**src/rtl/clkctl_pkg.sv**
```systemverilog
package clkctl_pkg;

   typedef enum logic [2:0] {
      ST_IDLE,
      ST_ADDR,
      ST_ADDR_ACK,
      ST_RX,
      ST_RX_ACK,
      ST_TX,
      ST_TX_ACK
   } link_st_t;

   // power-up value of each writable register
   function automatic logic [7:0] reg_default(input int idx);
      case (idx)
         1, 2, 3: reg_default = 8'hFF;
         5:       reg_default = 8'h93;
         default: reg_default = 8'h00;
      endcase
   endfunction

endpackage

```
**src/rtl/clkctl_i2c_sync.sv**
```systemverilog
module clkctl_i2c_sync #(
   parameter int STAGES = 2
) (
   input  logic clk,
   input  logic rst_n,
   input  logic scl_i,
   input  logic sda_i,
   output logic sda_s,
   output logic scl_rise,
   output logic scl_fall,
   output logic start_ev,
   output logic stop_ev
);
   generate
      if (STAGES < 2) begin : g_bad_stages
         $error("STAGES must be at least 2");
      end
   endgenerate

   logic [STAGES-1:0] scl_q, sda_q;
   logic scl_p, sda_p, scl_s;

   always_ff @(posedge clk or negedge rst_n) begin
      if (!rst_n) begin
         scl_q <= '1;
         sda_q <= '1;
         scl_p <= 1'b1;
         sda_p <= 1'b1;
      end else begin
         scl_q <= {scl_q[STAGES-2:0], scl_i};
         sda_q <= {sda_q[STAGES-2:0], sda_i};
         scl_p <= scl_q[STAGES-1];
         sda_p <= sda_q[STAGES-1];
      end
   end

   assign scl_s    = scl_q[STAGES-1];
   assign sda_s    = sda_q[STAGES-1];
   assign scl_rise = scl_s & ~scl_p;
   assign scl_fall = ~scl_s & scl_p;
   assign start_ev = scl_s & scl_p & sda_p & ~sda_s;
   assign stop_ev  = scl_s & scl_p & ~sda_p & sda_s;
endmodule

```
**src/rtl/clkctl_regbank.sv**
```systemverilog
module clkctl_regbank
   import clkctl_pkg::*;
#(
   parameter int           NUM_WR = 11,
   parameter int           PTR_W  = 4,
   parameter logic [7:0]   ID_HI  = 8'h50,
   parameter logic [7:0]   ID_LO  = 8'h42
) (
   input  logic              clk,
   input  logic              rst_n,
   input  logic              we,
   input  logic [PTR_W-1:0]  waddr,
   input  logic [7:0]        wdata,
   input  logic [PTR_W-1:0]  raddr,
   output logic [7:0]        rdata,
   output logic [NUM_WR*8-1:0] regs_o
);
   localparam logic [PTR_W-1:0] ID_HI_POS = PTR_W'(NUM_WR);
   localparam logic [PTR_W-1:0] ID_LO_POS = PTR_W'(NUM_WR + 1);

   logic [7:0] q [NUM_WR];

   generate
      for (genvar i = 0; i < NUM_WR; i++) begin : g_reg
         always_ff @(posedge clk or negedge rst_n) begin
            if (!rst_n)
               q[i] <= reg_default(i);
            else if (we && waddr == PTR_W'(i))
               q[i] <= wdata;
         end
         assign regs_o[8*i +: 8] = q[i];
      end
   endgenerate

   always_comb begin
      rdata = 8'hFF;
      if (raddr == ID_HI_POS)
         rdata = ID_HI;
      else if (raddr == ID_LO_POS)
         rdata = ID_LO;
      for (int i = 0; i < NUM_WR; i++)
         if (raddr == PTR_W'(i))
            rdata = q[i];
   end
endmodule

```
**src/rtl/clkctl_i2c_link.sv**
```systemverilog
module clkctl_i2c_link
   import clkctl_pkg::*;
#(
   parameter logic [6:0] DEV_ADDR = 7'h69,
   parameter int         NUM_WR   = 11,
   parameter int         PTR_W    = 4
) (
   input  logic              clk,
   input  logic              rst_n,
   input  logic              sda_s,
   input  logic              scl_rise,
   input  logic              scl_fall,
   input  logic              start_ev,
   input  logic              stop_ev,
   input  logic [7:0]        rdata,
   output logic              sda_oe,
   output logic              we,
   output logic [PTR_W-1:0]  waddr,
   output logic [7:0]        wdata,
   output logic [PTR_W-1:0]  ptr
);
   localparam logic [PTR_W-1:0] WR_END  = PTR_W'(NUM_WR);
   localparam logic [PTR_W-1:0] PTR_MAX = PTR_W'(NUM_WR + 2);

   link_st_t   st;
   logic [7:0] shreg, txreg;
   logic [3:0] bitcnt;
   logic [1:0] hdr;
   logic       rnw, mack;

   always_ff @(posedge clk or negedge rst_n) begin
      if (!rst_n) begin
         st <= ST_IDLE; shreg <= '0; txreg <= '0; bitcnt <= '0;
         hdr <= '0; rnw <= 1'b0; mack <= 1'b0; ptr <= '0;
         sda_oe <= 1'b0; we <= 1'b0; waddr <= '0; wdata <= '0;
      end else begin
         we <= 1'b0;
         if (start_ev) begin
            st <= ST_ADDR; bitcnt <= '0; ptr <= '0; hdr <= '0; sda_oe <= 1'b0;
         end else if (stop_ev) begin
            st <= ST_IDLE; sda_oe <= 1'b0;
         end else begin
            case (st)
               ST_ADDR, ST_RX: begin
                  if (scl_rise) begin
                     shreg  <= {shreg[6:0], sda_s};
                     bitcnt <= bitcnt + 4'd1;
                  end else if (scl_fall && bitcnt == 4'd8) begin
                     if (st == ST_ADDR) begin
                        if (shreg[7:1] == DEV_ADDR) begin
                           sda_oe <= 1'b1; rnw <= shreg[0]; st <= ST_ADDR_ACK;
                        end else begin
                           st <= ST_IDLE;
                        end
                     end else begin
                        sda_oe <= 1'b1; st <= ST_RX_ACK;
                        if (hdr != 2'd2) begin
                           hdr <= hdr + 2'd1;
                        end else begin
                           if (ptr < WR_END) begin
                              we <= 1'b1; waddr <= ptr; wdata <= shreg;
                           end
                           if (ptr != PTR_MAX) ptr <= ptr + 1'b1;
                        end
                     end
                  end
               end
               ST_ADDR_ACK, ST_RX_ACK: begin
                  if (scl_fall) begin
                     bitcnt <= '0;
                     if (st == ST_ADDR_ACK && rnw) begin
                        txreg <= rdata; sda_oe <= ~rdata[7]; st <= ST_TX;
                        if (ptr != PTR_MAX) ptr <= ptr + 1'b1;
                     end else begin
                        sda_oe <= 1'b0; st <= ST_RX;
                     end
                  end
               end
               ST_TX: begin
                  if (scl_fall) begin
                     if (bitcnt == 4'd7) begin
                        sda_oe <= 1'b0; st <= ST_TX_ACK;
                     end else begin
                        bitcnt <= bitcnt + 4'd1;
                        txreg  <= {txreg[6:0], 1'b0};
                        sda_oe <= ~txreg[6];
                     end
                  end
               end
               ST_TX_ACK: begin
                  if (scl_rise) begin
                     mack <= ~sda_s;
                  end else if (scl_fall) begin
                     if (mack) begin
                        txreg <= rdata; sda_oe <= ~rdata[7]; st <= ST_TX; bitcnt <= '0;
                        if (ptr != PTR_MAX) ptr <= ptr + 1'b1;
                     end else begin
                        st <= ST_IDLE;
                     end
                  end
               end
               default: ;
            endcase
         end
      end
   end
endmodule

```
**src/rtl/clkctl_i2c_regs.sv**
```systemverilog
module clkctl_i2c_regs #(
   parameter logic [6:0] DEV_ADDR    = 7'h69,
   parameter int         NUM_WR      = 11,
   parameter logic [7:0] ID_HI       = 8'h50,
   parameter logic [7:0] ID_LO       = 8'h42,
   parameter int         SYNC_STAGES = 2
) (
   input  logic                clk,
   input  logic                rst_n,
   input  logic                scl_i,
   input  logic                sda_i,
   output logic                sda_oe,
   output logic [NUM_WR*8-1:0] regs_o
);
   localparam int PTR_W = $clog2(NUM_WR + 3);

   generate
      if (NUM_WR < 6 || NUM_WR > 250) begin : g_bad_num
         $error("NUM_WR must lie in 6..250");
      end
   endgenerate

   logic             sda_s, scl_rise, scl_fall, start_ev, stop_ev;
   logic             wr_en;
   logic [PTR_W-1:0] wr_addr, rd_ptr;
   logic [7:0]       wr_data, rd_data;

   clkctl_i2c_sync #(.STAGES(SYNC_STAGES)) u_sync (
      .clk(clk), .rst_n(rst_n), .scl_i(scl_i), .sda_i(sda_i),
      .sda_s(sda_s), .scl_rise(scl_rise), .scl_fall(scl_fall),
      .start_ev(start_ev), .stop_ev(stop_ev)
   );

   clkctl_i2c_link #(.DEV_ADDR(DEV_ADDR), .NUM_WR(NUM_WR), .PTR_W(PTR_W)) u_link (
      .clk(clk), .rst_n(rst_n), .sda_s(sda_s), .scl_rise(scl_rise),
      .scl_fall(scl_fall), .start_ev(start_ev), .stop_ev(stop_ev),
      .rdata(rd_data), .sda_oe(sda_oe), .we(wr_en), .waddr(wr_addr),
      .wdata(wr_data), .ptr(rd_ptr)
   );

   clkctl_regbank #(.NUM_WR(NUM_WR), .PTR_W(PTR_W), .ID_HI(ID_HI), .ID_LO(ID_LO)) u_bank (
      .clk(clk), .rst_n(rst_n), .we(wr_en), .waddr(wr_addr), .wdata(wr_data),
      .raddr(rd_ptr), .rdata(rd_data), .regs_o(regs_o)
   );
endmodule

```
**config.mk**
```make
export PLATFORM = sky130hd
export DESIGN_NAME = clkctl_i2c_regs
export DESIGN_NICKNAME = d
export VERILOG_FILES = /design/src/rtl/clkctl_pkg.sv /design/src/rtl/clkctl_i2c_sync.sv /design/src/rtl/clkctl_regbank.sv /design/src/rtl/clkctl_i2c_link.sv /design/src/rtl/clkctl_i2c_regs.sv
export SDC_FILE = /design/constraint.sdc
export NUM_CORES = 1
export LEC_CHECK = 0
export ABC_AREA = 1
export BUFFER_PORTS_ARGS = -buffer_cell sky130_fd_sc_hd__buf_2
export CAP_MARGIN = 20
export CORE_MARGIN = 4
export CORE_UTILIZATION = 55
export DETAILED_ROUTE_END_ITERATION = 6
export PLACE_DENSITY_LB_ADDON = 0.08
export SYNTH_ARGS = -nofsm -noshare
export SYNTH_HDL_FRONTEND = slang
export SYNTH_SLANG_ARGS = --single-unit
```
**constraint.sdc**
```tcl
create_clock -name clk -period 2.1 [get_ports clk]
set_input_delay 0.105 -clock clk [delete_from_list [all_inputs] [get_ports clk]]
set_output_delay 0.105 -clock clk [all_outputs]
set_load 0.05 [all_outputs]
```
# Word level (Yosys, flattened, before mapping)
# Cells that the tools add are included.
# word_totals
in_bits,4
regBits,138
# classes
n_bitwise,18
n_mux,87
magnitude_cmp,1
eq_ne,64
n_reduce_logical,34
addsub,3
# op_table
operator,count
$mux 8,13
$mux 4,21
$mux 7,7
$eq 4x3->1 const B,9
$eq 4x4->1 const B,9
$mux 3,12
$ne 4x3->1 const B,6
$mux 1,21
$pmux 7 s3,1
$ne 3x2->1 const B,6
$ne 3x3->1 const B,6
$reduce_and 9->1,2
$eq 4x2->1 const B,4
$mux 2,8
$pmux 4 s4,1
$reduce_and 8->1,2
$logic_and 1x1->1,13
$ne 2x1->1 const B,6
$ne 4x4->1 const B,3
$pmux 3 s4,1
$pmux 4 s3,1
$not 1->1,11
$reduce_and 11->1,1
$ne 2x2->1 const B,5
22 further kinds,38

# Longest topological paths before layout
# Gate-level depths: netlist of run 1.
# logic_depth
ltp_word,21
depth_mapped,19
depth_no_buf,19

# Cells and area by module
# Synthesis of run 1 repeated with hierarchy kept, for this count alone.
# hier_totals
hier_cells,882
hier_area_um2,6977.9
# modules_own_cells
mod,cells_each,seq_area_each_um2,area_each_um2,n_inst
clkctl_regbank,523,2237.1,4182.8,1
clkctl_i2c_link,342,1101.1,2596.2,1
clkctl_i2c_sync,17,157.7,198.9,1

# Worst setup path after synthesis of run 1
# OpenSTA, ideal clock, no wires.
# synth_timing
kind,reg-to-reg
startpoint,reg u_link.ptr[0]
endpoint,reg u_link.sda_oe
path_slack_ps,179
stages_incl_launch_ff,20
t_arrival_ps,1803
period_less_slack_ps,1921
required_time_ps,1982
path_buffers,0
cell_sequence,dfrtp_1 -> inv_1 -> ha_1 -> inv_1 -> nor2_1 -> nand2_1 -> nand3_1 -> nand3_1 -> nand3_1 -> nand3_1 -> nand2_1 -> nand2_1 -> nand2_1 -> nand2_1 -> nand2_1 -> nand2_1 -> nand2_1 -> nand2_1 -> nand2_1 -> nand2_1
# synth_via
elab_chain_len,21
word_cells_on_any_way,35
# synth_lines
element,line_no,text
"start, declared",clkctl_i2c_link.sv:20,output logic [PTR_W-1:0] ptr
"start signal, assigned",clkctl_i2c_link.sv:63,if (ptr != PTR_MAX) ptr <= ptr + 1'b1;
"start signal, assigned",clkctl_i2c_link.sv:73,if (ptr != PTR_MAX) ptr <= ptr + 1'b1;
"start signal, assigned",clkctl_i2c_link.sv:96,if (ptr != PTR_MAX) ptr <= ptr + 1'b1;
$eq 4x4->1,clkctl_regbank.sv:39,else if (raddr == ID_LO_POS)
$mux 8,clkctl_regbank.sv:39,
$mux 8,clkctl_regbank.sv:37,if (raddr == ID_HI_POS)
$mux 8 (10 in a row),clkctl_regbank.sv:42,if (raddr == PTR_W'(i))
$mux 8 (*),clkctl_regbank.sv:42,
$not 1->1 (*),"clkctl_i2c_link.sv:72, clkctl_i2c_link.sv:95",
$mux 1,clkctl_i2c_link.sv:94,if (mack) begin
$mux 1,clkctl_i2c_link.sv:93,end else if (scl_fall) begin
$mux 1,clkctl_i2c_link.sv:91,if (scl_rise) begin
$pmux 1 s4 (*),clkctl_i2c_link.sv:43,case (st)
$mux 1 (*),clkctl_i2c_link.sv:40,end else if (stop_ev) begin
$mux 1 (*),clkctl_i2c_link.sv:38,if (start_ev) begin
"end signal, assigned",clkctl_i2c_link.sv:86,sda_oe <= ~txreg[6];
"end, declared",clkctl_i2c_link.sv:16,"output logic sda_oe,"
# Mark *: on every way between the ends. The rest lies on a longest branch, timed or not. The select of a mux whose other input is x is not followed.
# A chain may end at the register's enable or synchronous reset.

# Worst setup path after layout of run 1
# layout_timing
startpoint,reg u_link.ptr[0]
endpoint,reg u_link.txreg[0]
# layout_via
elab_chain_len,18
word_cells_on_any_way,32
# layout_lines
element,line_no,text
$eq 4x4->1,clkctl_regbank.sv:39,
$mux 8,clkctl_regbank.sv:39,
$mux 8,clkctl_regbank.sv:37,
$mux 8 (10 in a row),clkctl_regbank.sv:42,
$mux 8 (*),clkctl_regbank.sv:42,
$mux 7,clkctl_i2c_link.sv:94,
$mux 7,clkctl_i2c_link.sv:93,
$mux 7,clkctl_i2c_link.sv:91,
$pmux 7 s3 (*),clkctl_i2c_link.sv:43,
"end signal, assigned",clkctl_i2c_link.sv:85,"txreg <= {txreg[6:0], 1'b0};"
"end, declared",clkctl_i2c_link.sv:26,"logic [7:0] shreg, txreg;"
# Marked as above.

==> flow_metrics.py, run 1 <==
metrics = {
    "critical_path": {
        "cp_cell_sequence": "inv_4, ha_4, buf_6, nand2_4, nand3_4, nand3_2, o211ai_1, nand3_1, a21oi_2, o21ai_2, nand2_1, nand2_2, nand2_2, nand2_2, nand2_1, nand2_1",
        "crit_path_end": "u_link.txreg[0]",
        "crit_path_start": "u_link.ptr[0]",
        "path_delay_family": "simple AND/OR/NAND/NOR gates",
        "rr_endpoint": "u_link.txreg[0]",
        "cpMaxStageDelayCell": "dfrtp_2",
        "crit_type": "register to register",
        "cp.depth": 16,
        "critPathMaxStageDelay_ns": 0.45,
        "r2r_slack_ns": 0.008,
        "rr_worst_depth": 16,
        "required_ns": 2.42,
        "crit_path_start_kind": "register",
        "crit_buf_inv": 2,
        "arrival_ns": 2.41,
        "timing.rr.start": "u_link.ptr[0]",
        "critPathCaptureType": "register",
        "cp_max_fo": 5,
    },
    "clocking": {
        "cts_tree": "yes",
        "insertion_delay_ns": 0.43,
        "path_clk_slew_ns": 0.06,
        "htree_levels": 4,
        "numCtsBuffers": 17,
        "clk_path_buf_depth": 2,
        "root_buffer": "clkbuf_16",
        "clock-sinks": 138,
    },
    "synth": {
        "ys_warn_count": 0,
        "synth.yosys.seq_area_share_pct": 51.5,
        "synth-seq-cells": 138,
        "synth_fp_nets": 880,
        "synth-edff-count": 0,
        "synth_cell_type_count": 35,
        "async_flop_share_pct": 100,
        "synth_ff_type": "dfrtp_1",
        "synth_area_per_cell_um2": 7.82,
        "netlist_area_um2": 6780,
        "syn_inst": 868,
    },
    "sta": {
        "setup_violations": 0,
        "layout_min_cycle_time_ns": 2.09,
        "rsz0062_at_grt": "true",
        "fin_ws_ns": 0.00766,
        "fmax_mhz": 478,
        "hold_viol": 0,
        "drv_slew": 0,
        "post-route-period-util_pct": 99.6,
        "final.setup.tns_ns": 0,
        "tightest_slew_ns": 0.535,
        "relSlewSlack_pct": 64.2,
        "skew_ns": 0.00931,
    },
    "hold_path": {
        "min_path_type": "input port to async pin",
    },
    "cells_and_area": {
        "seqCellArea_um2": 3500,
        "fill_cells": 915,
        "final_nets": 1031,
        "antenna_cells": 0,
        "syn_to_final_growth_pct": 29.7,
        "drive_gt1_share_pct": 29.6,
        "multi_input_area_um2": 3050,
    },
    "placed_design": {
        "port_buffers": 92,
        "dp_hpwl_mm": 13.8,
        "pre_cts_ws_ns": -0.102,
        "gp_congestion": 0.921,
    },
    "power": {
        "vdd_drop_max_uv": 899,
        "p_leak_nw": 4.32,
        "power.density_nw_per_um2": 1250,
    },
    "die": {
        "coreArea_um2": 12100,
        "io_pins": 93,
        "start_util_pct": 56.2,
        "fp.dieW_um": 119,
        "std_cell_rows": 40,
        "dieArea_um2": 14200,
        "die_h_um": 119,
    },
    "detailed_routing": {
        "drc": 0,
        "avgViaCountPerCell": 5.38,
        "dr.first_iter.drc_count": 476,
        "drt_first_pass_iters": 5,
        "vias": 6458,
        "routed_wl_mm": 19.5,
        "ant_nets": 0,
        "wl_per_cell_um": 16.2,
    },
    "global_route": {
        "grt_max_degree": 66,
        "antenna_found_initial": 0,
        "grt_pass1_wl_mm": 31.1,
        "groute.usage.overall_pct": 27.6,
        "grt_remaining_overflow": 0,
        "grt_pass1_vias": 6187,
    },
    "outcome": {
        "outcome": "completed",
    },
    "flow_run": {
        "max_cap_viol_count": 0,
    },
}
## power by group
part	internal [mW]	switching [mW]
Clock	1.81	1.23
Sequential	2.90	0.223
Combinational	1.96	2.86
Total	6.66	4.31
## flip-flops by register name, summed over array words and instances (netlist names)
register       count
u_link.hdr         2
u_sync.sda_q       2
u_link.txreg       7
u_link.waddr       4
u_sync.sda_p       1
u_link.st          3
u_link.shreg       8
u_link.ptr         4
u_sync.scl_q       2
u_link.wdata       8
u_link.bitcnt      4
u_sync.scl_p       1
u_link.rnw         1
u_bank.regs_o     88
u_link.sda_oe      1
u_link.we          1
u_link.mack        1
## layout make-up
type / instances / area share, %
tap: 168 / 2.39
multi-input combinational: 597 / 34.7
inverter: 113 / 4.93
sequential: 138 / 39.8
timing repair buffer: 152 / 11.3
clock inverter: 14 / 1.86
clock buffer: 18 / 4.99
## worst min-delay path by stage
stage                            end  depth (start not counted)   from  slack, ns
floorplan           u_bank.regs_o[0]                          0  rst_n      -0.19
global placement    u_bank.regs_o[6]                          1  rst_n       0.06
detailed placement  u_bank.regs_o[6]                          1  rst_n       0.07
CTS                 u_bank.regs_o[6]                          2  rst_n       0.19
global route        u_bank.regs_o[6]                          2  rst_n       0.23
finish              u_bank.regs_o[6]                          2  rst_n       0.20
## cells by family (layout without fill, tap and decap cells)
logic type | count (synthesis) | after routing | synth area share [%]
simple gates | 419 | 419 | 26.5
compound gates | 170 | 170 | 13.0
flops | 138 | 138 | 51.5
buf+inv | 133 | 297 | 7.52
fa+ha+maj | 8 | 8 | 1.48
## cells in the final DEF (no fill, tap or decap), types with 34 or more instances in the layout
master / n
nand2_1: 245
o21ai_0: 130
dfrtp_1: 98
inv_1: 93
buf_2: 92
nor2_1: 54
buf_4: 44
nand3_1: 37
dfstp_2: 34
## metrics by stage
step	utilization (%)	instance area (um^2)	power [mW]	hold slack, ns	std cells
detailed placement	64.0	7720	6.99	0.0695	1149
CTS	69.8	8410	10.2	0.192	1187
finish	72.9	8800	11.0	0.200	1200
floorplan	-	6780	5.69	-0.191	868
global route	72.9	8800	11.7	0.228	1200
global placement	64.0	7720	6.92	0.0637	1149
## synth_stat cells, drive strengths merged (5+ instances only)
cell | number | area share (%)
nor3 | 12 | 0.96
or2 | 17 | 1.6
nor2 | 67 | 4.3
dfstp | 34 | 13
o21ai | 142 | 11
nand3 | 52 | 3.8
buf | 5 | 0.44
nand4 | 5 | 0.46
nand2 | 257 | 14
ha | 8 | 1.5
inv | 112 | 6.2
dfrtp | 104 | 38
a21oi | 18 | 1.3
clkbuf | 15 | 0.83
## metal layers
metal  track usage (%)  share of wire, %  wire length [um]  vias to the layer above
li1                  -                 -                 -                     3084
met1              35.4                42              8160                     3099
met2              45.4                49              9570                      227
met3              5.32               5.5              1080                       48
met4              12.8               3.5               689                        0
met5                 0                 0                 0                        -
## timing repair
action	CTS	global route
gates cloned	0	1
resized for setup	11	74
endpoints found under the hold margin	47	0
endpoints found under the setup margin	7	18
hold buffers	3	0
pin swaps	1	23
setup buffers	3	12
Note: power is estimated with default switching activity, not from simulation.
==> inputs of run 2 (changes only) <==
--- a/config.mk
+++ b/config.mk
@@ -12,6 +12,7 @@
 export CORE_UTILIZATION = 55
 export DETAILED_ROUTE_END_ITERATION = 6
 export PLACE_DENSITY_LB_ADDON = 0.08
+export RECOVER_POWER = 25
 export SYNTH_ARGS = -nofsm -noshare
 export SYNTH_HDL_FRONTEND = slang
 export SYNTH_SLANG_ARGS = --single-unit
==> run 2 against run 1 <==
  * Sequential share of layout area is essentially flat
  * Largest cell class unchanged
  * Critical endpoint unchanged
  * Non-clock buffer count is the same
  * Sequential cell count is the same
  * Critical path depth is the same
  * Fmax shrank 0.23%
  * Via count grew 0.33%
  * Cell area is essentially flat
  * Power is essentially flat
  * Register-to-register slack is essentially flat
  * Combinational power is essentially flat
==> flow_metrics.py, run 2 (same netlist as run 1, synthesis figures left out) <==
metrics = {
    "critical_path": {
        "crit_path_start_kind": "register",
        "crit_type": "register to register",
        "path_delay_family": "simple AND/OR/NAND/NOR gates",
        "cp_cell_sequence": "inv_4, ha_4, buf_6, nand2_4, nand3_4, nand3_2, o211ai_1, nand3_1, a21oi_2, o21ai_2, nand2_1, nand2_2, nand2_2, nand2_2, nand2_1, nand2_1",
        "cp_max_fo": 5,
        "critPathMaxStageDelay_ns": 0.45,
        "arrival_ns": 2.42,
        "crit_buf_inv": 2,
        "critPathCaptureType": "register",
        "r2r_slack_ns": 0.003,
        "cpMaxStageDelayCell": "dfrtp_2",
        "required_ns": 2.42,
    },
    "placed_design": {
        "gp_congestion": 0.921,
        "pre_cts_ws_ns": -0.102,
        "port_buffers": 92,
        "place_area_um2": 7720,
        "dp_hpwl_mm": 13.8,
    },
    "die": {
        "std_cell_rows": 40,
        "fp.dieW_um": 119,
        "coreArea_um2": 12100,
        "die_h_um": 119,
        "start_util_pct": 56.2,
        "dieArea_um2": 14200,
        "io_pins": 93,
    },
    "sta": {
        "hold_viol": 0,
        "fmax_mhz": 477,
        "relSlewSlack_pct": 19.0,
        "final.setup.tns_ns": 0,
        "drv_slew": 0,
        "rsz0062_at_grt": "true",
        "tightest_slew_ns": 1.22,
        "post-route-period-util_pct": 99.9,
        "skew_ns": 0.00768,
        "setup_violations": 0,
        "fin_ws_ns": 0.00287,
        "layout_min_cycle_time_ns": 2.10,
    },
    "power": {
        "vdd_drop_max_uv": 899,
        "clkPwrFrac_pct": 27.7,
        "p_sw_share_pct": 39.3,
        "p_leak_nw": 4.32,
        "power_frac_seq_pct": 28.5,
        "p_comb_share_pct": 43.9,
        "cell_internal_pwr_mw": 6.66,
        "power.density_nw_per_um2": 1250,
        "switchingPower_mw": 4.32,
    },
    "detailed_routing": {
        "drc": 0,
        "routed_wl_mm": 19.5,
        "avgViaCountPerCell": 5.40,
        "dr.first_iter.drc_count": 440,
        "ant_nets": 0,
        "drt_first_pass_iters": 7,
        "wl_per_cell_um": 16.3,
        "vias": 6479,
    },
    "cells_and_area": {
        "layout_commonest_cell": "nand2_1",
        "final_util_pct": 72.9,
        "seqCellArea_um2": 3500,
        "syn_to_final_growth_pct": 29.6,
        "fill_cells": 917,
        "largest_reg_flops": 88,
        "antenna_cells": 0,
        "drive_gt1_share_pct": 29.5,
        "final_area_um2": 8790,
        "multi_input_area_um2": 3050,
        "layout_common_cells": "nand2_1 (245), o21ai_0 (130), dfrtp_1 (98)",
        "final_nets": 1031,
    },
    "global_route": {
        "grt_pass1_wl_mm": 31.1,
        "groute.usage.overall_pct": 27.6,
        "antenna_found_initial": 0,
        "grt_remaining_overflow": 0,
        "grt_max_degree": 66,
        "grt_pass1_vias": 6187,
    },
    "clocking": {
        "path_clk_slew_ns": 0.06,
        "clk_path_buf_depth": 2,
        "htree_levels": 4,
        "numCtsBuffers": 17,
        "root_buffer": "clkbuf_16",
        "clock-sinks": 138,
        "cts_tree": "yes",
        "insertion_delay_ns": 0.43,
    },
    "flow_run": {
        "max_cap_viol_count": 0,
    },
    "hold_path": {
        "min_path_type": "input port to register",
    },
    "outcome": {
        "outcome": "completed",
    },
}
-- run 2: layout make-up --
cell class	instances	share of cell area, %
Timing Repair Buffer	152	11.2
Multi-Input combinational cell	597	34.7
Clock inverter	14	1.86
Clock buffer	18	5.00
Tap cell	168	2.39
Inverter	113	4.94
Sequential cell	138	39.8
-- run 2: power groups by stage --
stage                     clock network [mW]  registers, mW  logic (mW)
final                                   3.04           3.12        4.82
after global routing                    3.21           3.15        5.32
after CTS                               3.06           3.10        4.02
after detailed placement                   0           3.14        3.85
after global placement                     0           3.12        3.80
after floorplan                            0           3.12        2.57
-- run 2: worst paths after layout --
path	start	cells after the start	to
setup reg to reg	u_link.ptr[0]	16	u_link.txreg[0]
max in group asynchronous	rst_n	3	u_sync.sda_q[0]
min in group asynchronous	rst_n	2	u_bank.regs_o[6]
hold / removal	sda_i	2	u_sync.sda_q[0]
hold reg to reg	u_sync.scl_q[0]	0	u_sync.scl_q[1]
setup / recovery	u_link.ptr[0]	16	u_link.txreg[0]
-- run 2: metal layers --
metal	track usage, %	share of wire, %	vias up	routed length, um
li1	-	-	3087	-
met1	35.4	42	3115	8140
met2	45.4	50	229	9670
met3	5.32	5.5	48	1070
met4	12.8	3.3	0	642
met5	0	0	-	0
-- run 2: metrics by stage --
step	cells	hold slack (ns)	power, mW
global placement	1149	0.0637	6.92
global route	1200	0.333	11.7
floorplan	868	-0.191	5.69
detailed placement	1149	0.0695	6.99
CTS	1187	0.192	10.2
finish	1200	0.324	11.0
-- run 2: timing repair --
action	CTS	global route
resized for setup	11	74
setup endpoints to repair	7	18
pin swaps	1	23
cloned	0	1
buffers inserted	3	12
hold buffers	3	0
hold endpoints to repair	47	0
